--- src/rtl/fss_me_pkg.sv ---
// Shared types and helpers for the four-step search motion estimator.
// Assumes nothing beyond IEEE 1800-2017 packages.
package fss_me_pkg;

    // Controller phases.
    typedef enum logic [2:0] {
        ST_IDLE,
        ST_ACC,
        ST_CMP,
        ST_EVAL,
        ST_STEP,
        ST_DONE
    } fss_state_t;

    // Unit x offset of neighbour k (0..7) in raster order around a centre.
    function automatic int nb_dx(input int k);
        int pos;
        pos = (k < 4) ? k : k + 1;
        return (pos % 3) - 1;
    endfunction

    // Unit y offset of neighbour k (0..7) in raster order around a centre.
    function automatic int nb_dy(input int k);
        int pos;
        pos = (k < 4) ? k : k + 1;
        return (pos / 3) - 1;
    endfunction

endpackage

--- src/rtl/fss_me_store.sv ---
// Pixel storage: the current block and the reference window, held in flops.
// Written through one address space; read combinationally by the SAD path.
// Assumes addresses beyond the reference window are never written.
module fss_me_store #(
    parameter int BLK    = 4,
    parameter int WIN    = 18,
    parameter int PIX_W  = 8,
    parameter int ADDR_W = 9
) (
    input  logic                         clk,
    input  logic                         wr_en,
    input  logic [ADDR_W-1:0]            wr_addr,
    input  logic [PIX_W-1:0]             wr_data,
    input  logic [$clog2(BLK*BLK)-1:0]   cur_idx,
    input  logic [$clog2(WIN)-1:0]       ref_row,
    input  logic [$clog2(WIN)-1:0]       ref_col,
    output logic [PIX_W-1:0]             cur_pix,
    output logic [PIX_W-1:0]             ref_pix
);
    localparam int CUR_N = BLK * BLK;
    localparam int REF_N = WIN * WIN;
    localparam int CI_W  = $clog2(CUR_N);
    localparam int RI_W  = $clog2(REF_N);

    logic [PIX_W-1:0] cur_mem [CUR_N];
    logic [PIX_W-1:0] ref_mem [REF_N];
    logic [RI_W-1:0]  rd_idx;
    logic [RI_W-1:0]  wr_ref_idx;

    // Map the flat write address onto the two arrays.
    assign wr_ref_idx = RI_W'(int'(wr_addr) - CUR_N);

    // Store incoming pixels.
    always_ff @(posedge clk) begin
        if (wr_en) begin
            if (int'(wr_addr) < CUR_N)
                cur_mem[wr_addr[CI_W-1:0]] <= wr_data;
            else if (int'(wr_addr) < CUR_N + REF_N)
                ref_mem[wr_ref_idx] <= wr_data;
        end
    end

    // Serve the pixel pair the SAD path asks for.
    assign rd_idx  = RI_W'(int'(ref_row) * WIN + int'(ref_col));
    assign cur_pix = cur_mem[cur_idx];
    assign ref_pix = ref_mem[rd_idx];

endmodule

--- src/rtl/fss_me_sad.sv ---
// Serial SAD accumulator: adds one absolute pixel difference per enabled
// clock; the first pixel of a candidate restarts the sum.
// Assumes at most BLK*BLK pixels per candidate so SAD_W never overflows.
module fss_me_sad #(
    parameter int PIX_W = 8,
    parameter int SAD_W = 12
) (
    input  logic             clk,
    input  logic             rst_n,
    input  logic             en,
    input  logic             first,
    input  logic [PIX_W-1:0] a,
    input  logic [PIX_W-1:0] b,
    output logic [SAD_W-1:0] sad
);
    logic [PIX_W-1:0] diff;

    // Absolute difference of the pixel pair.
    assign diff = (a > b) ? (a - b) : (b - a);

    // Accumulate, restarting on the first pixel of each candidate.
    always_ff @(posedge clk) begin
        if (!rst_n)
            sad <= '0;
        else if (en)
            sad <= (first ? '0 : sad) + SAD_W'(diff);
    end

    // Within one candidate the running sum never falls.
    p_sum_monotone_r2: assert property (@(posedge clk) disable iff (!rst_n)
        (en && !first) |=> (sad >= $past(sad)));

endmodule

--- src/rtl/fss_me_ctrl.sv ---
// Search controller: walks the centre point, the step-2 stages with the
// overlap filter, and the step-1 final stage; tracks the best candidate.
// Assumes the SAD accumulator holds a full sum in the cycle after the
// last pixel of a candidate.
module fss_me_ctrl
    import fss_me_pkg::*;
#(
    parameter int BLK     = 4,
    parameter int MAX_D   = 7,
    parameter int REPEATS = 2,
    parameter int MV_W    = 4,
    parameter int SAD_W   = 12
) (
    input  logic                                 clk,
    input  logic                                 rst_n,
    input  logic                                 start,
    input  logic [SAD_W-1:0]                     sad_val,
    output logic                                 sad_en,
    output logic                                 sad_first,
    output logic [$clog2(BLK*BLK)-1:0]           cur_idx,
    output logic [$clog2(BLK+2*MAX_D)-1:0]       ref_row,
    output logic [$clog2(BLK+2*MAX_D)-1:0]       ref_col,
    output logic                                 done,
    output logic signed [MV_W-1:0]               mv_x,
    output logic signed [MV_W-1:0]               mv_y,
    output logic [SAD_W-1:0]                     min_sad
);
    localparam int PIX_N = BLK * BLK;
    localparam int PC_W  = $clog2(PIX_N);
    localparam int RC_W  = $clog2(BLK + 2 * MAX_D);
    localparam int REP_W = $clog2(REPEATS + 1);

    fss_state_t               state;
    logic [PC_W-1:0]          pix;
    logic [2:0]               idx;
    logic signed [MV_W-1:0]   ctr_x, ctr_y, prev_x, prev_y;
    logic signed [MV_W-1:0]   cand_x, cand_y, best_x, best_y;
    logic                     has_prev, is_final, first_cand;
    logic [REP_W-1:0]         rep_cnt;
    logic [SAD_W-1:0]         best_sad;
    int                       nx, ny, step, row_i, col_i;
    logic                     in_rng, seen, nb_ok;

    // Neighbour idx of the current stage centre, and whether to score it.
    always_comb begin
        step   = is_final ? 1 : 2;
        nx     = int'(ctr_x) + step * nb_dx(int'(idx));
        ny     = int'(ctr_y) + step * nb_dy(int'(idx));
        in_rng = (nx >= -MAX_D) && (nx <= MAX_D) && (ny >= -MAX_D) && (ny <= MAX_D);
        seen   = has_prev && (nx - int'(prev_x) >= -2) && (nx - int'(prev_x) <= 2)
                          && (ny - int'(prev_y) >= -2) && (ny - int'(prev_y) <= 2);
        nb_ok  = in_rng && !seen;
    end

    // Pixel addresses for the candidate being accumulated.
    always_comb begin
        row_i   = int'(cand_y) + MAX_D + int'(pix) / BLK;
        col_i   = int'(cand_x) + MAX_D + int'(pix) % BLK;
        ref_row = RC_W'(row_i);
        ref_col = RC_W'(col_i);
    end

    assign cur_idx   = pix;
    assign sad_en    = (state == ST_ACC);
    assign sad_first = (pix == '0);
    assign done      = (state == ST_DONE);
    assign mv_x      = best_x;
    assign mv_y      = best_y;
    assign min_sad   = best_sad;

    // Sequence the search and keep the best candidate.
    always_ff @(posedge clk) begin
        if (!rst_n) begin
            state      <= ST_IDLE;
            pix        <= '0;
            idx        <= '0;
            ctr_x      <= '0;
            ctr_y      <= '0;
            prev_x     <= '0;
            prev_y     <= '0;
            cand_x     <= '0;
            cand_y     <= '0;
            best_x     <= '0;
            best_y     <= '0;
            best_sad   <= '0;
            has_prev   <= 1'b0;
            is_final   <= 1'b0;
            first_cand <= 1'b0;
            rep_cnt    <= '0;
        end else begin
            case (state)
                ST_IDLE: if (start) begin
                    state      <= ST_ACC;
                    pix        <= '0;
                    idx        <= '0;
                    ctr_x      <= '0;
                    ctr_y      <= '0;
                    cand_x     <= '0;
                    cand_y     <= '0;
                    has_prev   <= 1'b0;
                    is_final   <= 1'b0;
                    rep_cnt    <= '0;
                    first_cand <= 1'b1;
                end
                ST_ACC: begin
                    pix <= pix + 1'b1;
                    if (int'(pix) == PIX_N - 1)
                        state <= ST_CMP;
                end
                ST_CMP: begin
                    if (first_cand || sad_val < best_sad) begin
                        best_sad <= sad_val;
                        best_x   <= cand_x;
                        best_y   <= cand_y;
                    end
                    first_cand <= 1'b0;
                    if (first_cand) begin
                        idx   <= '0;
                        state <= ST_EVAL;
                    end else if (idx == 3'd7) begin
                        state <= ST_STEP;
                    end else begin
                        idx   <= idx + 1'b1;
                        state <= ST_EVAL;
                    end
                end
                ST_EVAL: begin
                    if (nb_ok) begin
                        cand_x <= MV_W'(nx);
                        cand_y <= MV_W'(ny);
                        pix    <= '0;
                        state  <= ST_ACC;
                    end else if (idx == 3'd7) begin
                        state <= ST_STEP;
                    end else begin
                        idx <= idx + 1'b1;
                    end
                end
                ST_STEP: begin
                    idx <= '0;
                    if (is_final) begin
                        state <= ST_DONE;
                    end else if ((best_x == ctr_x && best_y == ctr_y) ||
                                 rep_cnt == REP_W'(REPEATS)) begin
                        is_final <= 1'b1;
                        has_prev <= 1'b0;
                        ctr_x    <= best_x;
                        ctr_y    <= best_y;
                        state    <= ST_EVAL;
                    end else begin
                        prev_x   <= ctr_x;
                        prev_y   <= ctr_y;
                        has_prev <= 1'b1;
                        ctr_x    <= best_x;
                        ctr_y    <= best_y;
                        rep_cnt  <= rep_cnt + 1'b1;
                        state    <= ST_EVAL;
                    end
                end
                ST_DONE: state <= ST_IDLE;
                default: state <= ST_IDLE;
            endcase
        end
    end

    // The zero displacement is the first point scored.
    p_centre_first_r3: assert property (@(posedge clk) disable iff (!rst_n)
        (state == ST_IDLE && start) |=> (state == ST_ACC && cand_x == '0 && cand_y == '0));

    // Stage limit forces the final stage.
    p_forced_final_r5: assert property (@(posedge clk) disable iff (!rst_n)
        (state == ST_STEP && !is_final && rep_cnt == REP_W'(REPEATS)) |=> is_final);

    // The held best never gets worse after the centre.
    p_best_no_worse_r7: assert property (@(posedge clk) disable iff (!rst_n)
        (state == ST_CMP && !first_cand) |=> (best_sad <= $past(best_sad)));

    // Done lasts one cycle.
    p_done_single_r8: assert property (@(posedge clk) disable iff (!rst_n)
        done |=> !done);

    // A start while busy does not restart the search.
    p_busy_start_r9: assert property (@(posedge clk) disable iff (!rst_n)
        (state != ST_IDLE && !first_cand && start) |=> !first_cand);

    // Vector components stay inside the search range.
    p_mv_range_r11: assert property (@(posedge clk) disable iff (!rst_n)
        (int'(best_x) >= -MAX_D && int'(best_x) <= MAX_D &&
         int'(best_y) >= -MAX_D && int'(best_y) <= MAX_D));

endmodule

--- src/rtl/fss_motion_est.sv ---
// Four-step search motion estimator top: pixel storage, serial SAD path
// and search controller. Pixels are loaded before start; results are
// valid while done is high.
module fss_motion_est #(
    parameter int BLK     = 4,
    parameter int MAX_D   = 7,
    parameter int REPEATS = 2,
    parameter int PIX_W   = 8,
    parameter int MV_W    = 4,
    localparam int WIN    = BLK + 2 * MAX_D,
    localparam int ADDR_W = $clog2(BLK * BLK + WIN * WIN),
    localparam int SAD_W  = $clog2(BLK * BLK * (2 ** PIX_W - 1) + 1)
) (
    input  logic                     clk,
    input  logic                     rst_n,
    input  logic                     wr_en,
    input  logic [ADDR_W-1:0]        wr_addr,
    input  logic [PIX_W-1:0]         wr_data,
    input  logic                     start,
    output logic                     done,
    output logic signed [MV_W-1:0]   mv_x,
    output logic signed [MV_W-1:0]   mv_y,
    output logic [SAD_W-1:0]         min_sad
);
    localparam int CI_W = $clog2(BLK * BLK);
    localparam int RC_W = $clog2(WIN);

    logic [CI_W-1:0]  cur_idx;
    logic [RC_W-1:0]  ref_row, ref_col;
    logic [PIX_W-1:0] cur_pix, ref_pix;
    logic [SAD_W-1:0] sad_val;
    logic             sad_en, sad_first;

    fss_me_store #(.BLK(BLK), .WIN(WIN), .PIX_W(PIX_W), .ADDR_W(ADDR_W)) u_store (
        .clk     (clk),
        .wr_en   (wr_en),
        .wr_addr (wr_addr),
        .wr_data (wr_data),
        .cur_idx (cur_idx),
        .ref_row (ref_row),
        .ref_col (ref_col),
        .cur_pix (cur_pix),
        .ref_pix (ref_pix)
    );

    fss_me_sad #(.PIX_W(PIX_W), .SAD_W(SAD_W)) u_sad (
        .clk   (clk),
        .rst_n (rst_n),
        .en    (sad_en),
        .first (sad_first),
        .a     (cur_pix),
        .b     (ref_pix),
        .sad   (sad_val)
    );

    fss_me_ctrl #(.BLK(BLK), .MAX_D(MAX_D), .REPEATS(REPEATS),
                  .MV_W(MV_W), .SAD_W(SAD_W)) u_ctrl (
        .clk       (clk),
        .rst_n     (rst_n),
        .start     (start),
        .sad_val   (sad_val),
        .sad_en    (sad_en),
        .sad_first (sad_first),
        .cur_idx   (cur_idx),
        .ref_row   (ref_row),
        .ref_col   (ref_col),
        .done      (done),
        .mv_x      (mv_x),
        .mv_y      (mv_y),
        .min_sad   (min_sad)
    );

endmodule

--- config.mk ---
export PLATFORM = sky130hd
export DESIGN_NAME = fss_motion_est
export DESIGN_NICKNAME = d
export VERILOG_FILES = /design/src/rtl/fss_me_pkg.sv /design/src/rtl/fss_me_store.sv /design/src/rtl/fss_me_sad.sv /design/src/rtl/fss_me_ctrl.sv /design/src/rtl/fss_motion_est.sv
export SDC_FILE = /design/constraint.sdc
export NUM_CORES = 2
export LEC_CHECK = 0
export BUFFER_PORTS_ARGS = -buffer_cell sky130_fd_sc_hd__buf_2
export CORE_MARGIN = 5
export CORE_UTILIZATION = 50
export CTS_BUF_LIST = sky130_fd_sc_hd__clkbuf_4
export DETAILED_ROUTE_END_ITERATION = 10
export PLACE_DENSITY = 0.74
export SLEW_MARGIN = 20
export SYNTH_ARGS = -nofsm -noshare
export SYNTH_HDL_FRONTEND = slang
export SYNTH_SLANG_ARGS = --single-unit
--- constraint.sdc ---
create_clock -name clk -period 14.98 [get_ports clk]
set_clock_uncertainty 0.05 [all_clocks]
set_input_delay 2.996 -clock clk [delete_from_list [all_inputs] [get_ports clk]]
set_output_delay 2.996 -clock clk [all_outputs]
set_load 0.005 [all_outputs]
-- Yosys cells after proc, flatten, opt, wreduce, memory -nomap -nowiden
Memory sizes are Yosys's and may differ from the RTL's. A register that Yosys moved wholly into a read port is not among the register bits.
Cells that the tools add are included.
- div/mod/pow operators: 2
- mux-type cells: 50
- add/sub/neg operators: 19
- eq/ne operators: 17
- reductions and logical operators: 29
- $lt $le $gt $ge: 13
- bitwise gates (word level): 2
- multipliers: 3
- operators with widths (operator ; count):
    4-bit by 32-bit adder with 32-bit output ; 2
    32-bit by 2-bit greater-or-equal comparator with 1-bit output, second input constant ; 2
    32-bit by 4-bit greater-or-equal comparator with 1-bit output, second input constant ; 2
    32-bit by 3-bit <= comparator with 1-bit output, second input constant ; 2
    32-bit by 4-bit <= comparator with 1-bit output, second input constant ; 2
    32-bit by 32-bit multiplier with 32-bit output ; 2
    32-bit by 2-bit subtractor with 32-bit output, second input constant ; 2
    32-bit by 4-bit subtractor with 32-bit output ; 2
    3-bit two-way mux ; 11
    32-bit by 3-bit divider with 32-bit output, second input constant ; 1
    32-bit by 3-bit modulo with 32-bit output, second input constant ; 1
    32-bit two-way mux ; 1
    4-bit two-way mux ; 8
    4-bit case mux with 2 select lines ; 4
    3-bit AND reduction ; 6
    8-bit subtractor ; 2
    3-bit case mux with 5 select lines ; 1
    1-bit two-way mux ; 13
    12-bit by 8-bit adder with 12-bit output ; 1
    12-bit < comparator ; 1
    12-bit two-way mux ; 1
    3-bit case mux with 4 select lines ; 1
    4-bit case mux with 3 select lines ; 1
    4-bit by 4-bit adder with 5-bit output, second input constant ; 2
    other kinds (36) ; 64
- memories kept: 2
- bits in writable memories: 2720
- logic and storage cells: 154
- output and inout port bits: 21
- bits of input ports: 21
- register bits after elaboration: 71
- memory list (name ; depth ; bits a word ; rd ports ; clocked after Yosys merged registers in ; wr ports ; RTL line ; RTL):
    u_store.ref_mem ; 324 ; 8 ; 1 ; 0 ; 1 ; fss_me_store.sv:26 ; logic [PIX_W-1:0] ref_mem [REF_N];
    u_store.cur_mem ; 16 ; 8 ; 1 ; 1 ; 1 ; fss_me_store.sv:25 ; logic [PIX_W-1:0] cur_mem [CUR_N];

-- Logic depth before layout (Yosys ltp)
- depth after elaboration: 18
- depth in mapped cells: 46
- depth with buffers taken out: 42

-- Modules after synthesis
From an unflattened synthesis, not the netlist that was laid out.
- cell total of the unflattened synthesis: 6578
- area total of the unflattened synthesis: 119290.7 sq um
- by module, submodules not included (module ; times used ; cells an instance ; sequential area each (sq um) ; area each (sq um)):
    fss_me_store ; 1 ; 4879 ; 81678.3 ; 106624.8
    fss_me_ctrl ; 1 ; 1507 ; 1181.1 ; 11096.9
    fss_me_sad ; 1 ; 192 ; 240.2 ; 1569.0

-- Worst setup path after synthesis
No wires, ideal clock.
- path type: reg-to-reg
- start: register u_ctrl.pix[3] (netlist: u_ctrl.cur_idx[3])
- end: register u_sad.sad[11]
- arrival: 8811 ps
- library setup time: 86 ps
- path buffers: 5
- clock period less this slack: 8947 ps
- setup slack: 6033 ps
- stages on the path, launching flop included: 41
- required time: 14844 ps
- path through: dfxtp_1 -> inv_1 -> ha_1 -> inv_1 -> ha_1 -> fa_1 -> xor2_1 -> ha_1 -> ha_1 -> xor2_1 -> clkbuf_1 -> buf_2 -> mux4_2 -> mux2i_1 -> nand2_1 -> a311oi_1 -> a21oi_1 -> mux2i_1 -> [5 not listed] -> o21ai_0 -> o22a_1 -> clkbuf_1 -> buf_1 -> mux2_2 -> ha_1 -> a21o_1 -> a21oi_1 -> o21bai_1 -> a21oi_1 -> nor2b_1 -> o21ai_0 -> nand2b_1 -> a21oi_1 -> nor2_1 -> nand3_1 -> a21oi_1 -> a211oi_1
- longest elaborated chain between the ends: 7
- elaborated cells between the ends (all ways): 11
- those cells by class: 5 x add/sub; 1 x mul; 1 x order compare; 2 x mux; 1 x reduce/logical; 1 x memory
- ends and longest elaborated chain (item ; RTL line ; RTL):
    start, declared ; fss_me_ctrl.sv:34 ; logic [PC_W-1:0] pix;
    start signal, assigned ; fss_me_ctrl.sv:106 ; pix <= pix + 1'b1;
    5-bit by 3-bit adder with 5-bit output ; fss_me_ctrl.sv:57 ; row_i = int'(cand_y) + MAX_D + int'(pix) / BLK;
    5-bit by 4-bit multiplier with 8-bit output ; fss_me_store.sv:44 ; assign rd_idx = RI_W'(int'(ref_row) * WIN + int'(ref_col));
    9-bit by 6-bit adder with 9-bit output ; fss_me_store.sv:44 ;
    memory read 324 x 8 bit ; -- ;
    8-bit subtractor or 8-bit greater-than comparator (tied branches) ; fss_me_sad.sv:19 ; assign diff = (a > b) ? (a - b) : (b - a);
    8-bit two-way mux ; fss_me_sad.sv:19 ;
    12-bit by 8-bit adder with 12-bit output * ; fss_me_sad.sv:26 ; sad <= (first ? '0 : sad) + SAD_W'(diff);
    end signal, assigned ; fss_me_sad.sv:26 ;
    end, declared ; fss_me_sad.sv:14 ; output logic [SAD_W-1:0] sad
Mark *: on every way between the ends. The rest lies on a longest branch, timed or not.
A chain may end at the register's enable or synchronous reset.

==> impl_metrics.ini <==
[timing]
hold_violations = 0
grt_setup_unrepaired = no
finalCriticalPeriod_ps = 10880
period_share = 0.726
finalMaxSlewViolations = 0
fmax_mhz = 91.9
setup_slack_ps = 4100
max_slew_margin = 0.115
tightest_slew_ps = 1330
finalSetupViolCount = 0
tns_ps = 0

[route]
wirelength_mm = 281
vias = 64100
wire_per_inst_um = 27.1
dr.pass1.iters = 9
antenna_left = 0
drt_iter0_markers = 8100
drc = 0
vias_per_cell = 6.18

[pwr]
finalPower_mw = 17.5
ir_drop_v = 0.0000940
p_sw_frac = 0.262
p_leak_nw = 41.3
power_density_nw_per_um2 = 134
netSwitchingPower_mw = 4.58
p_int_mw = 12.9
p_clk_frac = 0.351
seq_power_share = 0.493
combPwrFrac = 0.156

[critical_path]
critical-path-top-cell-by-count = ha_1
path_delay_family = compound AO/OA/AOI/OAI gates
path_buf_inv = 2
critPathMaxFanout = 20
critPathMaxStageDelay_ps = 650
endpoint_kind = flip-flop
cp_data_required_time_ps = 16140
slowest_stage = o211ai_2
cp_data_arrival_time_ps = 12040
crit_type = reg2reg
cp-start-kind = flip-flop

[logic_synthesis]
avgSynthCellArea_um2 = 18.7
syn-cell-area_um2 = 118000
ys.flop_type = edfxtp_1
synth_edf_count = 2720
async_reset_ff_frac = 0
ys_seq_elements = 2795
netlist-cell-type-count = 93
synthCells = 6323
seq_area_frac_synth = 0.704
yosysWarnings = 0

[floorplanning]
fp.dieH_um = 496
rows = 178
die_area_um2 = 246000
pin_count = 42
core_um2 = 235000
start_util = 0.502
dieWidth_um = 496

[global_route]
met3_usage = 0.0587
top_usage_layer = met2
overflow = 0
grt_pass1_vias = 64500
grt_use_met2 = 0.356
track_usage = 0.228
grt_pass1_wl_mm = 418
grt_antenna_before_repair = 16
grt_max_degree = 217
met1_usage = 0.321

[place]
hpwlAfterDp_mm = 167
dp_slack_ps = 4360
routabilityCongestion = 0.866
portBuffers = 41

[clock_tree]
postCtsResizedCells = 0
root_buffer = clkbuf_4
worstSkewPairLatency_ps = 1380
cts_tree = built
cts_sinks = 2795
cts_made_buffers = 687
post_cts_buffers = 0
htree_levels = 6
holdBufCountCts = 0
clk_path_buf_depth = 4
clk_pin_slew_ps = 70

[cells_and_area]
most-common-layout-cells = edfxtp_1, clkbuf_4, mux4_2
nNetsFinal = 6987
drive_above_1_share = 0.285
fillers = 17600
area_growth_pct = 10.3
final_common_cell = edfxtp_1
utilization = 0.554

[min_path]
hold_path.class = reg2reg

[status]
outcome = finished, final reports clean

[run]
maxCapViolations = 0
==> final cells by class <==
cell class	instances	area, um2	share of cell area
Sequential cell	2795	83200	0.639
Multi-Input combinational cell	3025	33200	0.255
Clock buffer	962	7220	0.0554
Tap cell	3150	3940	0.0303
Clock inverter	181	1100	0.00845
Timing Repair Buffer	116	1060	0.00817
Inverter	132	495	0.00380
Antenna cell	15	37.5	0.000288
==> tightest hold or removal path, cell delays in order, from the launching register on <==
cell and delay [ps]:
dfxtp_1 320, nand2_1 60, mux2i_1 50
==> flip-flops by register name, indices dropped and copies added, names as in the netlist, 12 cells and up, named ones only <==
signal and count:
u_store.cur_mem 128, u_sad.sad 12, u_ctrl.min_sad 12, u_store.ref_mem 2592
==> per-stage QoR <==
stage          instance area (um2)  std cells  hold slack, ps
4_1_cts                     130000      10400             425
3_5_place_dp                122000       9218             417
3_3_place_gp                122000       9218             401
2_1_floorplan               118000       6324             394
5_1_grt                     130000      10400             456
6_report                    130000      10400             421
==> worst paths after layout <==
check,slack [ps],end,from,cells past startpoint
min reg2reg,420,u_ctrl.min_sad[5],u_ctrl.min_sad[5],2
max reg2reg,4100,flip-flop,u_ctrl.idx[1],39
max,4100,flip-flop,u_ctrl.idx[1],39
min,420,u_ctrl.min_sad[5],u_ctrl.min_sad[5],2
==> cell families (layout without fill, tap and decap cells) <==
family	Yosys count	after routing	synth area share
simple gates	1195	1195	0.0464
fa+ha+maj	209	209	0.0230
compound gates	610	610	0.0350
flops	2795	2795	0.704
other cells	1	17	0.0000318
buf+inv	504	1391	0.0163
mux	913	913	0.168
xor+xnor	96	96	0.00725
==> per-layer routing <==
metal / up-vias / share of wire
met1: 32900 / 0.39
met3: 449 / 0.10
met4: 4 / 0.024
li1: 27100 / -
met2: 3594 / 0.48
met5: - / 0.00018
==> cell usage after synthesis (38+ instances only) <==
cell / number / area [um2]
mux2i_1: 54 / 541
nand2_1: 319 / 1200
xnor2_1: 47 / 412
dfxtp_1: 75 / 1500
edfxtp_1: 2720 / 81700
buf_1: 87 / 327
clkbuf_1: 273 / 1020
o21ai_0: 104 / 521
inv_1: 131 / 492
ha_1: 195 / 2440
a21oi_1: 152 / 761
a211oi_1: 38 / 285
nor2_1: 464 / 1740
nand3_1: 95 / 475
mux4_2: 851 / 19200
a21o_1: 49 / 368
nand4_1: 39 / 244
xor2_1: 48 / 420
==> power groups by stage <==
stage	Combinational, mW	Sequential [mW]	Clock [mW]
6_report	2.73	8.60	6.13
5_1_grt	2.90	8.60	6.69
4_1_cts	2.71	8.60	6.24
3_5_place_dp	2.70	8.77	0
3_3_place_gp	2.68	8.77	0
2_1_floorplan	1.78	8.76	0
(Power assumes the default switching activity.)
